$ cat src/rtl/i2cw_pkg.sv
package i2cw_pkg;
  localparam int MAX_PAY = 10;
  localparam int LEN_W   = 4;

  localparam logic [7:0] RC_OK  = 8'h00;
  localparam logic [7:0] RC_REJ = 8'h03;

  typedef struct packed {
    logic [6:0]               addr;
    logic [7:0]               off;
    logic [LEN_W-1:0]         len;
    logic [MAX_PAY-1:0][7:0]  pay;
  } wr_cmd_t;

  typedef enum logic [1:0] {
    BUS_IDLE,
    BUS_START,
    BUS_BIT,
    BUS_STOP
  } bus_st_e;
endpackage

$ cat src/rtl/i2cw_cmd_buf.sv
module i2cw_cmd_buf
  import i2cw_pkg::*;
#(
  parameter int IDX_W = 5
) (
  input  logic             clk_i,
  input  logic             rst_ni,
  input  logic             we_i,
  input  logic [IDX_W-1:0] idx_i,
  input  logic [7:0]       wdata_i,
  output wr_cmd_t          cmd_o,
  output logic [7:0]       len_o
);
  localparam int PAY_BASE = 5;

  logic [6:0] addr_q;
  logic [7:0] len_q;
  logic [7:0] off_q;
  logic [7:0] pay_q [MAX_PAY];

  always_ff @(posedge clk_i or negedge rst_ni) begin
    if (!rst_ni) begin
      addr_q <= '0;
      len_q  <= '0;
      off_q  <= '0;
      for (int i = 0; i < MAX_PAY; i++) pay_q[i] <= '0;
    end else if (we_i) begin
      // index 3 (reserved length high byte) and anything past the payload is dropped
      if (idx_i == IDX_W'(1)) addr_q <= wdata_i[6:0];
      if (idx_i == IDX_W'(2)) len_q  <= wdata_i;
      if (idx_i == IDX_W'(4)) off_q  <= wdata_i;
      for (int i = 0; i < MAX_PAY; i++)
        if (idx_i == IDX_W'(PAY_BASE + i)) pay_q[i] <= wdata_i;
    end
  end

  always_comb begin
    cmd_o.addr = addr_q;
    cmd_o.off  = off_q;
    cmd_o.len  = len_q[LEN_W-1:0];
    for (int i = 0; i < MAX_PAY; i++) cmd_o.pay[i] = pay_q[i];
  end

  assign len_o = len_q;
endmodule

$ cat src/rtl/i2cw_fifo.sv
module i2cw_fifo #(
  parameter type T     = logic,
  parameter int  DEPTH = 4
) (
  input  logic clk_i,
  input  logic rst_ni,
  input  logic push_i,
  input  T     data_i,
  input  logic pop_i,
  output T     data_o,
  output logic empty_o,
  output logic full_o
);
  localparam int PTR_W = (DEPTH > 1) ? $clog2(DEPTH) : 1;
  localparam int CNT_W = $clog2(DEPTH + 1);

  T                 mem_q [DEPTH];
  logic [PTR_W-1:0] wr_q, rd_q;
  logic [CNT_W-1:0] cnt_q;

  logic do_push, do_pop;
  assign do_push = push_i && !full_o;
  assign do_pop  = pop_i && !empty_o;

  function automatic logic [PTR_W-1:0] nxt(input logic [PTR_W-1:0] p);
    return (p == PTR_W'(DEPTH - 1)) ? '0 : p + PTR_W'(1);
  endfunction

  always_ff @(posedge clk_i) begin
    if (do_push) mem_q[wr_q] <= data_i;
  end

  always_ff @(posedge clk_i or negedge rst_ni) begin
    if (!rst_ni) begin
      wr_q  <= '0;
      rd_q  <= '0;
      cnt_q <= '0;
    end else begin
      if (do_push) wr_q <= nxt(wr_q);
      if (do_pop)  rd_q <= nxt(rd_q);
      if (do_push && !do_pop)      cnt_q <= cnt_q + CNT_W'(1);
      else if (do_pop && !do_push) cnt_q <= cnt_q - CNT_W'(1);
    end
  end

  assign data_o  = mem_q[rd_q];
  assign empty_o = (cnt_q == '0);
  assign full_o  = (cnt_q == CNT_W'(DEPTH));
endmodule

$ cat src/rtl/i2cw_bus_ctrl.sv
module i2cw_bus_ctrl
  import i2cw_pkg::*;
#(
  parameter int QTR_CYC = 125
) (
  input  logic    clk_i,
  input  logic    rst_ni,
  input  logic    q_empty_i,
  input  wr_cmd_t q_data_i,
  output logic    q_pop_o,
  input  logic    sda_i,
  output logic    scl_oe_o,
  output logic    sda_oe_o,
  output logic    nack_o
);
  localparam int DIV_W = $clog2(QTR_CYC + 1);

  bus_st_e          state_q;
  logic [1:0]       ph_q;
  logic [3:0]       bit_q;
  logic [3:0]       byte_q;
  logic             nack_q;
  logic [DIV_W-1:0] div_q;
  wr_cmd_t          cmd_q;

  logic       tick;
  logic       last_byte;
  logic [7:0] cur_byte;
  logic [3:0] pay_idx;

  assign tick      = (state_q != BUS_IDLE) && (div_q == DIV_W'(QTR_CYC - 1));
  assign last_byte = (byte_q == cmd_q.len + 4'd1);
  assign pay_idx   = byte_q - 4'd2;
  assign q_pop_o   = (state_q == BUS_IDLE) && !q_empty_i;

  always_comb begin
    if (byte_q == 4'd0)      cur_byte = {cmd_q.addr, 1'b0};
    else if (byte_q == 4'd1) cur_byte = cmd_q.off;
    else                     cur_byte = cmd_q.pay[pay_idx];
  end

  always_ff @(posedge clk_i or negedge rst_ni) begin
    if (!rst_ni) div_q <= '0;
    else if (state_q == BUS_IDLE || tick) div_q <= '0;
    else div_q <= div_q + DIV_W'(1);
  end

  always_ff @(posedge clk_i or negedge rst_ni) begin
    if (!rst_ni) begin
      state_q <= BUS_IDLE;
      ph_q    <= '0;
      bit_q   <= '0;
      byte_q  <= '0;
      nack_q  <= 1'b0;
      nack_o  <= 1'b0;
      cmd_q   <= '0;
    end else begin
      nack_o <= 1'b0;
      unique case (state_q)
        BUS_IDLE: if (!q_empty_i) begin
          cmd_q   <= q_data_i;
          state_q <= BUS_START;
          ph_q    <= '0;
        end
        BUS_START: if (tick) begin
          ph_q <= ph_q + 2'd1;
          if (ph_q == 2'd3) begin
            state_q <= BUS_BIT;
            bit_q   <= '0;
            byte_q  <= '0;
          end
        end
        BUS_BIT: if (tick) begin
          ph_q <= ph_q + 2'd1;
          if (ph_q == 2'd1 && bit_q == 4'd8) nack_q <= sda_i;
          if (ph_q == 2'd3) begin
            if (bit_q != 4'd8) begin
              bit_q <= bit_q + 4'd1;
            end else if (nack_q || last_byte) begin
              state_q <= BUS_STOP;
              nack_o  <= nack_q;
            end else begin
              byte_q <= byte_q + 4'd1;
              bit_q  <= '0;
            end
          end
        end
        BUS_STOP: if (tick) begin
          ph_q <= ph_q + 2'd1;
          if (ph_q == 2'd3) state_q <= BUS_IDLE;
        end
        default: state_q <= BUS_IDLE;
      endcase
    end
  end

  // phase 0/3: SCL low, 1/2: SCL high
  always_comb begin
    scl_oe_o = 1'b0;
    sda_oe_o = 1'b0;
    unique case (state_q)
      BUS_IDLE: ;
      BUS_START: begin
        sda_oe_o = (ph_q != 2'd0);
        scl_oe_o = ph_q[1];
      end
      BUS_BIT: begin
        scl_oe_o = (ph_q == 2'd0) || (ph_q == 2'd3);
        sda_oe_o = !bit_q[3] && !cur_byte[~bit_q[2:0]];
      end
      BUS_STOP: begin
        scl_oe_o = (ph_q == 2'd0);
        sda_oe_o = !ph_q[1];
      end
      default: ;
    endcase
  end
endmodule

$ cat src/rtl/i2cw_engine.sv
module i2cw_engine
  import i2cw_pkg::*;
#(
  parameter int QTR_CYC  = 125,
  parameter int LOCK_CYC = 250_000_000,
  parameter int Q_DEPTH  = 4,
  parameter int IDX_W    = 5
) (
  input  logic             clk_i,
  input  logic             rst_ni,
  input  logic             buf_we_i,
  input  logic [IDX_W-1:0] buf_idx_i,
  input  logic [7:0]       buf_wdata_i,
  input  logic             cmd_go_i,
  output logic             rsp_valid_o,
  output logic [7:0]       rsp_code_o,
  input  logic             irq_clr_i,
  output logic             nack_irq_o,
  output logic             scl_oe_o,
  output logic             sda_oe_o,
  input  logic             sda_i
);
  localparam int LK_W = $clog2(LOCK_CYC + 1);

  wr_cmd_t    buf_cmd, q_head;
  logic [7:0] len_q;
  logic       q_full, q_empty, q_pop;
  logic       len_ok, lock_busy, acc_w;
  logic       nack_pulse;
  logic [LK_W-1:0] lock_q;

  i2cw_cmd_buf #(.IDX_W(IDX_W)) u_buf (
    .clk_i   (clk_i),
    .rst_ni  (rst_ni),
    .we_i    (buf_we_i),
    .idx_i   (buf_idx_i),
    .wdata_i (buf_wdata_i),
    .cmd_o   (buf_cmd),
    .len_o   (len_q)
  );

  assign len_ok    = (len_q != 8'd0) && (len_q <= 8'(MAX_PAY));
  assign lock_busy = (lock_q != '0);
  assign acc_w     = cmd_go_i && len_ok && !q_full && !lock_busy;

  i2cw_fifo #(.T(wr_cmd_t), .DEPTH(Q_DEPTH)) u_fifo (
    .clk_i   (clk_i),
    .rst_ni  (rst_ni),
    .push_i  (acc_w),
    .data_i  (buf_cmd),
    .pop_i   (q_pop),
    .data_o  (q_head),
    .empty_o (q_empty),
    .full_o  (q_full)
  );

  i2cw_bus_ctrl #(.QTR_CYC(QTR_CYC)) u_bus (
    .clk_i     (clk_i),
    .rst_ni    (rst_ni),
    .q_empty_i (q_empty),
    .q_data_i  (q_head),
    .q_pop_o   (q_pop),
    .sda_i     (sda_i),
    .scl_oe_o  (scl_oe_o),
    .sda_oe_o  (sda_oe_o),
    .nack_o    (nack_pulse)
  );

  always_ff @(posedge clk_i or negedge rst_ni) begin
    if (!rst_ni) lock_q <= '0;
    else if (acc_w) lock_q <= LK_W'(LOCK_CYC - 1);
    else if (lock_busy) lock_q <= lock_q - LK_W'(1);
  end

  always_ff @(posedge clk_i or negedge rst_ni) begin
    if (!rst_ni) begin
      rsp_valid_o <= 1'b0;
      rsp_code_o  <= RC_OK;
      nack_irq_o  <= 1'b0;
    end else begin
      rsp_valid_o <= cmd_go_i;
      if (cmd_go_i) rsp_code_o <= acc_w ? RC_OK : RC_REJ;
      if (nack_pulse)     nack_irq_o <= 1'b1;
      else if (irq_clr_i) nack_irq_o <= 1'b0;
    end
  end
endmodule

$ cat config.mk
export PLATFORM = sky130hd
export DESIGN_NAME = i2cw_engine
export DESIGN_NICKNAME = d
export VERILOG_FILES = /design/src/rtl/i2cw_pkg.sv /design/src/rtl/i2cw_cmd_buf.sv /design/src/rtl/i2cw_fifo.sv /design/src/rtl/i2cw_bus_ctrl.sv /design/src/rtl/i2cw_engine.sv
export SDC_FILE = /design/constraint.sdc
export NUM_CORES = 1
export LEC_CHECK = 0
export CORE_ASPECT_RATIO = 0.8
export CORE_MARGIN = 2
export CORE_UTILIZATION = 42
export DETAILED_ROUTE_END_ITERATION = 12
export GPL_ROUTABILITY_DRIVEN = 0
export PLACE_DENSITY = 0.56
export RECOVER_POWER = 100
export SYNTH_ARGS = -nofsm -noshare
export SYNTH_HDL_FRONTEND = slang
export SYNTH_SLANG_ARGS = --single-unit
$ cat constraint.sdc
create_clock -name clk_i -period 12.42 [get_ports clk_i]
set_clock_uncertainty 0.05 [all_clocks]
set_input_delay 3.105 -clock clk_i [delete_from_list [all_inputs] [get_ports clk_i]]
set_output_delay 3.105 -clock clk_i [all_outputs]
set_load 0.005 [all_outputs]
==> out/summary.json, run 1 <==
{
  "routing": {
    "total_drc_errors_in_the_routed_layout": 0,
    "top_layer": "met4",
    "dr_total_vias": 12900,
    "met2_wirelength_mm": 25.4,
    "detail-route-antenna-nets": 0,
    "wl_met3_mm": 2.37,
    "wirelength_mm": 57.0,
    "drt-met1-wl_mm": 28.0,
    "avgViaCountPerCell": 5.46,
    "iteration_0_drc_markers": 851,
    "wire_per_inst_um": 24.2,
    "detail_route.first_pass.iterations": 4
  },
  "logic_synthesis": {
    "synthFlopType": "edfxtp_1",
    "avgSynthCellArea_um2": 18.3,
    "synthesis.instances": 1430,
    "post_synth_instance_area_mm2": 0.0262,
    "synth-edff-count": 396,
    "ys_types": 76,
    "synth-async-reset-ratio_pct": 39.7,
    "fraction_of_the_yosys_area_taken_by_sequential_cells_pct": 70.4,
    "ys_ff_latch": 657,
    "yosysWarningCount": 0
  },
  "placed_design": {
    "io_buffers": 24,
    "detailed_placer_s_ending_hpwl_mm": 33.4,
    "placed_cells_incl_taps": 2235
  },
  "worst_setup_path": {
    "cp_max_fo": 61,
    "regToRegStartpoint": "lock_q[6]$_DFFE_PN0P_",
    "register_to_register_path_setup_slack_ns": 4.55,
    "critical_path.startpoint_type": "primary input",
    "crit_path_end_kind": "flip-flop",
    "r2r.worst_path.cells": 6,
    "r2r-end": "u_fifo.mem_q[1][21]$_DFFE_PP_",
    "setup.worst_path.class": "primary input to flip-flop",
    "cp_data_required_time_ns": 12.56,
    "cp.arrival_ns": 10.09
  },
  "clock_network": {
    "clock_tree.root_cell": "clkbuf_16",
    "post_cts.repair.setup_buffers": 0,
    "cts-htree-levels": 3,
    "cts_buffer_depth": 3,
    "cts_sinks": 657,
    "clock_tree_from_tritoncts": "done",
    "post_cts_resize_count": 0,
    "clk-insertion-delay-late_ns": 0.61,
    "number_of_buffers_created_by_cts": 67,
    "clk_pin_slew_worst_paths_ns": 0.06,
    "post_cts_hold_buffer_count": 0
  },
  "timing": {
    "grt_setup_unrepaired": "no",
    "post-route-min-period_ns": 9.95,
    "finalSetupViolCount": 0,
    "achievable-frequency_ghz": 0.101,
    "tns_ns": 0,
    "final.period_utilization_pct": 80.1,
    "fin_hold_ws_ns": 0.376,
    "transition_at_the_pin_with_the_smallest_max_transition_slack_ns": 4.81,
    "slew-limit-headroom_pct": -221,
    "slew_viol_final": 666,
    "final_number_of_hold_violating_endpoints": 0
  },
  "power": {
    "power.density_mw_per_mm2": 161,
    "cellLeakagePower_nw": 10.2,
    "vdd.ir_drop.worst_v": 0.000111,
    "final_total_power_mw": 4.75
  },
  "grt": {
    "antenna_found_initial": 5,
    "grt.overflow.total": 0,
    "first_global_vias": 13100,
    "maximum_number_of_pins_on_one_net_before_global_route_repair": 78,
    "global_route_wire_length_before_repair_mm": 86.1,
    "global_route.usage.total_pct": 18.2
  },
  "floorplanning": {
    "starting_density_of_the_core_pct": 42.7,
    "placeableCoreArea_mm2": 0.0613,
    "io-pin-count": 31,
    "die_y_um": 227,
    "chipWidth_um": 283,
    "core.rowCount": 81,
    "die_area_mm2": 0.0643
  },
  "run": {
    "drv_cap": 12
  },
  "final_layout": {
    "ratio_of_cells_with_drive_above_1_in_the_final_layout_pct": 29.5,
    "layout.cells.most_common_list": "edfxtp_1, dfrtp_1, mux2_2",
    "final_nets": 1519,
    "area.growth.synth_to_final_pct": 12.8,
    "final_core_utilization_pct": 48.1,
    "final_cells": 2359,
    "layout_commonest_cell": "edfxtp_1",
    "final.fill_count": 5166
  },
  "hold_path": {
    "timing.hold.worst.start": "u_bus.nack_o$_DFF_PN0_",
    "holdPathEnd": "nack_irq_o$_DFFE_PN0P_",
    "hold_class": "flip-flop to flip-flop",
    "hold_path_depth": 1
  },
  "outcome": {
    "run_status": "finished with violations",
    "failed_checks": "max-capacitance violations, max-slew violations"
  }
}
==> synth_stat cells (7+ instances only) <==
master	instances	share of area, %
o21ai_0	12	0.23
mux2i_1	16	0.61
a21oi_1	17	0.33
buf_4	7	0.20
clkbuf_1	37	0.53
nand2_1	40	0.57
edfxtp_1	396	45
or3_1	7	0.17
mux4_2	111	9.6
ha_1	25	1.2
xor2_1	10	0.33
nor3_1	29	0.55
nor2_1	41	0.59
mux2_2	208	9.0
buf_1	12	0.17
and3_1	7	0.17
buf_2	12	0.23
nor2b_1	7	0.17
nand3_1	22	0.42
dfrtp_1	261	25
and2_1	9	0.22
xnor2_1	16	0.54
inv_1	27	0.39
==> stage by stage <==
stage	cell area [um^2]	worst slack, ns
after floorplan	26200	5.35
after global placement	27300	4.66
after detailed placement	27300	4.59
after CTS	29600	3.94
after global routing	29500	1.91
final	29500	2.47
==> worst max-delay path by stage <==
stage	startpoint	end	slack (ns)	cells past startpoint
after floorplan	cmd_go_i	u_fifo.mem_q[0][0]$_DFFE_PP_	5.35	5
after global placement	u_bus.byte_q[1]$_DFFE_PN0P_	sda_oe_o	4.66	9
after detailed placement	u_bus.byte_q[1]$_DFFE_PN0P_	sda_oe_o	4.59	9
after CTS	u_bus.byte_q[1]$_DFFE_PN0P_	sda_oe_o	3.94	9
after global routing	cmd_go_i	u_fifo.mem_q[0][21]$_DFFE_PP_	1.91	6
final	cmd_go_i	u_fifo.mem_q[1][21]$_DFFE_PP_	2.47	6
==> registers in the layout, summed over array words and instances, names as in the netlist, 3 cells and up <==
register,flops
lock_q,28
u_buf.addr_q,7
u_buf.cmd_o,80
u_buf.len_o,8
u_buf.off_q,8
u_bus.bit_q,4
u_bus.byte_q,4
u_bus.cmd_q,99
u_bus.div_q,7
u_fifo.cnt_q,3
u_fifo.mem_q,396
==> routing by layer <==
metal | vias to the layer above | global-route usage [%]
met5 | - | 0
met4 | 0 | 4.87
met3 | 84 | 3.20
met2 | 236 | 27.1
met1 | 6916 | 27.7
li1 | 5650 | -
==> worst max-delay path, cell delays in order <==
cell and delay, ns:
dlygate4sd3_1 0.57, nand2_1 0.06, a2111oi_0 1.12, and4bb_1 0.82, and2_0 2.56, clkbuf_2 1.73
==> logic make-up after synthesis <==
kind of cell	share of synthesized area, %
simple gates	4.15
fa+ha+maj	1.27
other cells	0.0143
mux	19.1
compound gates	2.44
flops	70.4
buf+inv	1.68
xor+xnor	0.871
==> final cells by class <==
type	count	area (um^2)	share of cell area [%]
sequential	657	18400	62.5
multi-input combinational	679	7250	24.6
clock buffer	90	1870	6.35
tap	830	1040	3.52
clock inverter	33	459	1.56
timing repair buffer	41	338	1.15
inverter	28	105	0.356
antenna	1	2.50	0.00848
==> where the power goes <==
group / switching, mW / total [mW] / internal, mW / leakage, nW
combinational: 0.0513 / 0.106 / 0.0548 / 2.56
sequential: 0.0749 / 2.52 / 2.45 / 6.50
clock: 0.841 / 2.12 / 1.28 / 1.14
total: 0.967 / 4.75 / 3.78 / 10.2
No activity file was read; power rests on OpenSTA's default activity.
==> run 2, diff against run 1 <==
- clock period: 12.42 -> 10.4 ns (I/O delays scaled with it)
==> run 2 against run 1 <==
Net effect: the flow still finishes with violations (max-capacitance violations, max-slew violations); via count grew 0.56%; total power grew 15%; final area fell by 0.72%; register-to-register slack got worse by 1.3 ns; critical path type unchanged; critical endpoint is now u_fifo.mem_q[2][49]$_DFFE_PP_; largest cell class unchanged.
==> out/summary.json, run 2 (synthesized netlist as in run 1, its figures left out) <==
{
  "outcome": {
    "run_status": "finished with violations",
    "failed_checks": "max-capacitance violations, max-slew violations"
  },
  "power": {
    "vdd.ir_drop.worst": {"value": 0.000117, "unit": "V", "change": "+5.1%"},
    "cellLeakagePower": {"value": 10.1, "unit": "nW", "change": "-1.2%"},
    "power.density": {"value": 187, "unit": "mW/mm^2", "change": "+16%"}
  },
  "grt": {
    "maximum_number_of_pins_on_one_net_before_global_route_repair": {"value": 82, "change": "+5.1%"},
    "grt.overflow.total": {"value": 0, "change": "unchanged"},
    "global_route.usage.met2": {"value": 27.2, "unit": "%", "change": "+0.095 points"},
    "grt_util_met3": {"value": 3.96, "unit": "%", "change": "+0.76 points"},
    "gr-max-usage-layer": "met1",
    "first_global_vias": {"value": 13000, "change": "-0.44%"},
    "antenna_found_initial": {"value": 3, "change": "-2"},
    "grt_use_met1": {"value": 27.8, "unit": "%", "change": "+0.12 points"},
    "global_route.usage.total": {"value": 18.4, "unit": "%", "change": "+0.17 points"},
    "global_route_wire_length_before_repair": {"value": 86.7, "unit": "mm", "change": "+0.71%"}
  },
  "clock_network": {
    "clk-insertion-delay-late": {"value": 0.61, "unit": "ns", "change": "about the same"},
    "cts_sinks": {"value": 657, "change": "unchanged"},
    "clk_pin_slew_worst_paths": {"value": 0.06, "unit": "ns", "change": "about the same"},
    "post_cts_hold_buffer_count": {"value": 0, "change": "unchanged"},
    "number_of_buffers_created_by_cts": {"value": 67, "change": "unchanged"},
    "clock_tree_from_tritoncts": "done",
    "clock_tree.root_cell": "clkbuf_16",
    "cts_buffer_depth": {"value": 3, "change": "unchanged"},
    "post_cts_resize_count": {"value": 0, "change": "unchanged"},
    "cts-htree-levels": {"value": 3, "change": "unchanged"},
    "post_cts.repair.setup_buffers": {"value": 0, "change": "unchanged"}
  },
  "worst_setup_path": {
    "register_to_register_path_setup_slack": {"value": 3.21, "unit": "ns", "change": "-1.34 ns"},
    "cp_data_required_time": {"value": 10.58, "unit": "ns", "change": "-1.98 ns"},
    "r2r-end": "u_fifo.mem_q[2][49]$_DFFE_PP_",
    "critical_path.startpoint_type": "primary input",
    "crit_path_end_kind": "flip-flop",
    "regToRegStartpoint": "lock_q[6]$_DFFE_PN0P_",
    "cp_max_fo": {"value": 61, "change": "unchanged"},
    "r2r.worst_path.cells": {"value": 6, "change": "unchanged"},
    "cp.arrival": {"value": 8.96, "unit": "ns", "change": "-1.13 ns"},
    "setup.worst_path.class": "primary input to flip-flop"
  },
  "timing": {
    "transition_at_the_pin_with_the_smallest_max_transition_slack": {"value": 4.96, "unit": "ns", "change": "+0.149 ns"},
    "grt_setup_unrepaired": "no",
    "final_number_of_hold_violating_endpoints": {"value": 0, "change": "unchanged"},
    "tns": {"value": 0, "unit": "ns", "change": "unchanged"},
    "achievable-frequency_ghz": 0.114,
    "finalSetupViolCount": {"value": 0, "change": "unchanged"},
    "fin_hold_ws": {"value": 0.385, "unit": "ns", "change": "+0.00849 ns"},
    "slew_viol_final": {"value": 576, "change": "-14%"},
    "slew-limit-headroom": {"value": -231, "unit": "%", "change": "-10 points"},
    "final.period_utilization_pct": 84.4,
    "post-route-min-period_ns": 8.78
  },
  "floorplanning": {
    "placeableCoreArea": {"value": 0.0613, "unit": "mm^2", "change": "unchanged"},
    "chipWidth": {"value": 283, "unit": "um", "change": "unchanged"},
    "starting_density_of_the_core": {"value": 42.7, "unit": "%", "change": "unchanged"},
    "io-pin-count": {"value": 31, "change": "unchanged"},
    "die_area": {"value": 0.0643, "unit": "mm^2", "change": "unchanged"},
    "die_y": {"value": 227, "unit": "um", "change": "unchanged"},
    "core.rowCount": {"value": 81, "change": "unchanged"}
  },
  "final_layout": {
    "ratio_of_cells_with_drive_above_1_in_the_final_layout": {"value": 28.5, "unit": "%", "change": "-1.0 points"},
    "final_core_utilization": {"value": 47.8, "unit": "%", "change": "-0.35 points"},
    "final.fill_count": {"value": 5170, "change": "+0.077%"},
    "number_of_diodes_added_for_antenna_fixing": {"value": 0, "change": "-1"},
    "largest_register": "u_fifo.mem_q",
    "largest_register_ff_count": {"value": 396, "change": "unchanged"},
    "area.growth.synth_to_final_pct": 12.0,
    "layout.cells.most_common_list": "edfxtp_1, dfrtp_1, mux2_2",
    "final_nets": {"value": 1519, "change": "unchanged"},
    "layout_commonest_cell": "edfxtp_1",
    "final_cells": {"value": 2357, "change": "-0.085%"}
  },
  "hold_path": {
    "hold_path_depth": {"value": 1, "change": "unchanged"},
    "timing.hold.worst.start": "u_bus.nack_o$_DFF_PN0_",
    "hold_class": "flip-flop to flip-flop",
    "holdPathEnd": "nack_irq_o$_DFFE_PN0P_"
  },
  "routing": {
    "wire_per_inst": {"value": 24.4, "unit": "um", "change": "+0.93%"},
    "iteration_0_drc_markers": {"value": 1077, "change": "+27%"},
    "total_drc_errors_in_the_routed_layout": {"value": 0, "change": "unchanged"},
    "dr_total_vias": {"value": 13000, "change": "+0.56%"},
    "wirelength": {"value": 57.5, "unit": "mm", "change": "+0.84%"},
    "detail_route.first_pass.iterations": {"value": 5, "change": "+1"},
    "avgViaCountPerCell": {"value": 5.50, "change": "+0.64%"},
    "detail-route-antenna-nets": {"value": 0, "change": "unchanged"}
  },
  "run": {
    "drv_cap": {"value": 9, "change": "-3"}
  },
  "placed_design": {
    "detailed_placer_s_ending_hpwl": {"value": 33.7, "unit": "mm", "change": "+0.96%"},
    "placed_cells_incl_taps": {"value": 2235, "change": "unchanged"},
    "io_buffers": {"value": 24, "change": "unchanged"}
  }
}
==> run 2: worst max-delay path by stage <==
stage	end	slack (ns)	start
6_report	u_fifo.mem_q[2][49]$_DFFE_PP_	1.62	cmd_go_i
5_1_grt	u_fifo.mem_q[3][49]$_DFFE_PP_	1.03	cmd_go_i
4_1_cts	sda_oe_o	2.31	u_bus.byte_q[1]$_DFFE_PN0P_
3_5_place_dp	sda_oe_o	3.00	u_bus.byte_q[1]$_DFFE_PN0P_
3_3_place_gp	sda_oe_o	3.10	u_bus.byte_q[1]$_DFFE_PN0P_
2_1_floorplan	u_fifo.mem_q[0][0]$_DFFE_PP_	3.83	cmd_go_i
==> run 2: through the flow <==
step	power [mW]	setup WS [ns]	area [um^2]
finish	5.48	1.62	29300
detailed placement	3.20	3.00	27300
global placement	3.18	3.10	27300
floorplan	3.11	3.83	26200
CTS	5.53	2.31	29400
global route	5.67	1.03	29300
==> run 2: worst max-delay path, cell delays in order <==
cell and delay, ns:
dlygate4sd3_1 0.57, nand2_1 0.07, a2111oi_0 1.15, and4bb_1 0.85, and2_1 2.78, buf_4 0.89
==> run 2: power breakdown <==
part	internal, mW	switching, mW	leakage (nW)
Combinational	0.0651	0.0614	2.56
Clock	1.35	0.989	1.01
Sequential	2.92	0.0917	6.50
Total	4.34	1.14	10.1
==> run 2: layer usage <==
layer	vias up	part of all wire [%]
li1	5671	-
met1	6916	48
met2	294	45
met3	77	5.2
met4	0	1.8
met5	-	0
==> run 2: final cells by class <==
| cell class | instances | area (um^2) | share of cell area (%) |
|---|---|---|---|
| clock inverter | 27 | 303 | 1.03 |
| multi-input combinational | 679 | 7250 | 24.8 |
| clock buffer | 95 | 1810 | 6.19 |
| tap | 830 | 1040 | 3.55 |
| timing repair buffer | 41 | 340 | 1.16 |
| inverter | 28 | 105 | 0.359 |
| sequential | 657 | 18400 | 62.9 |
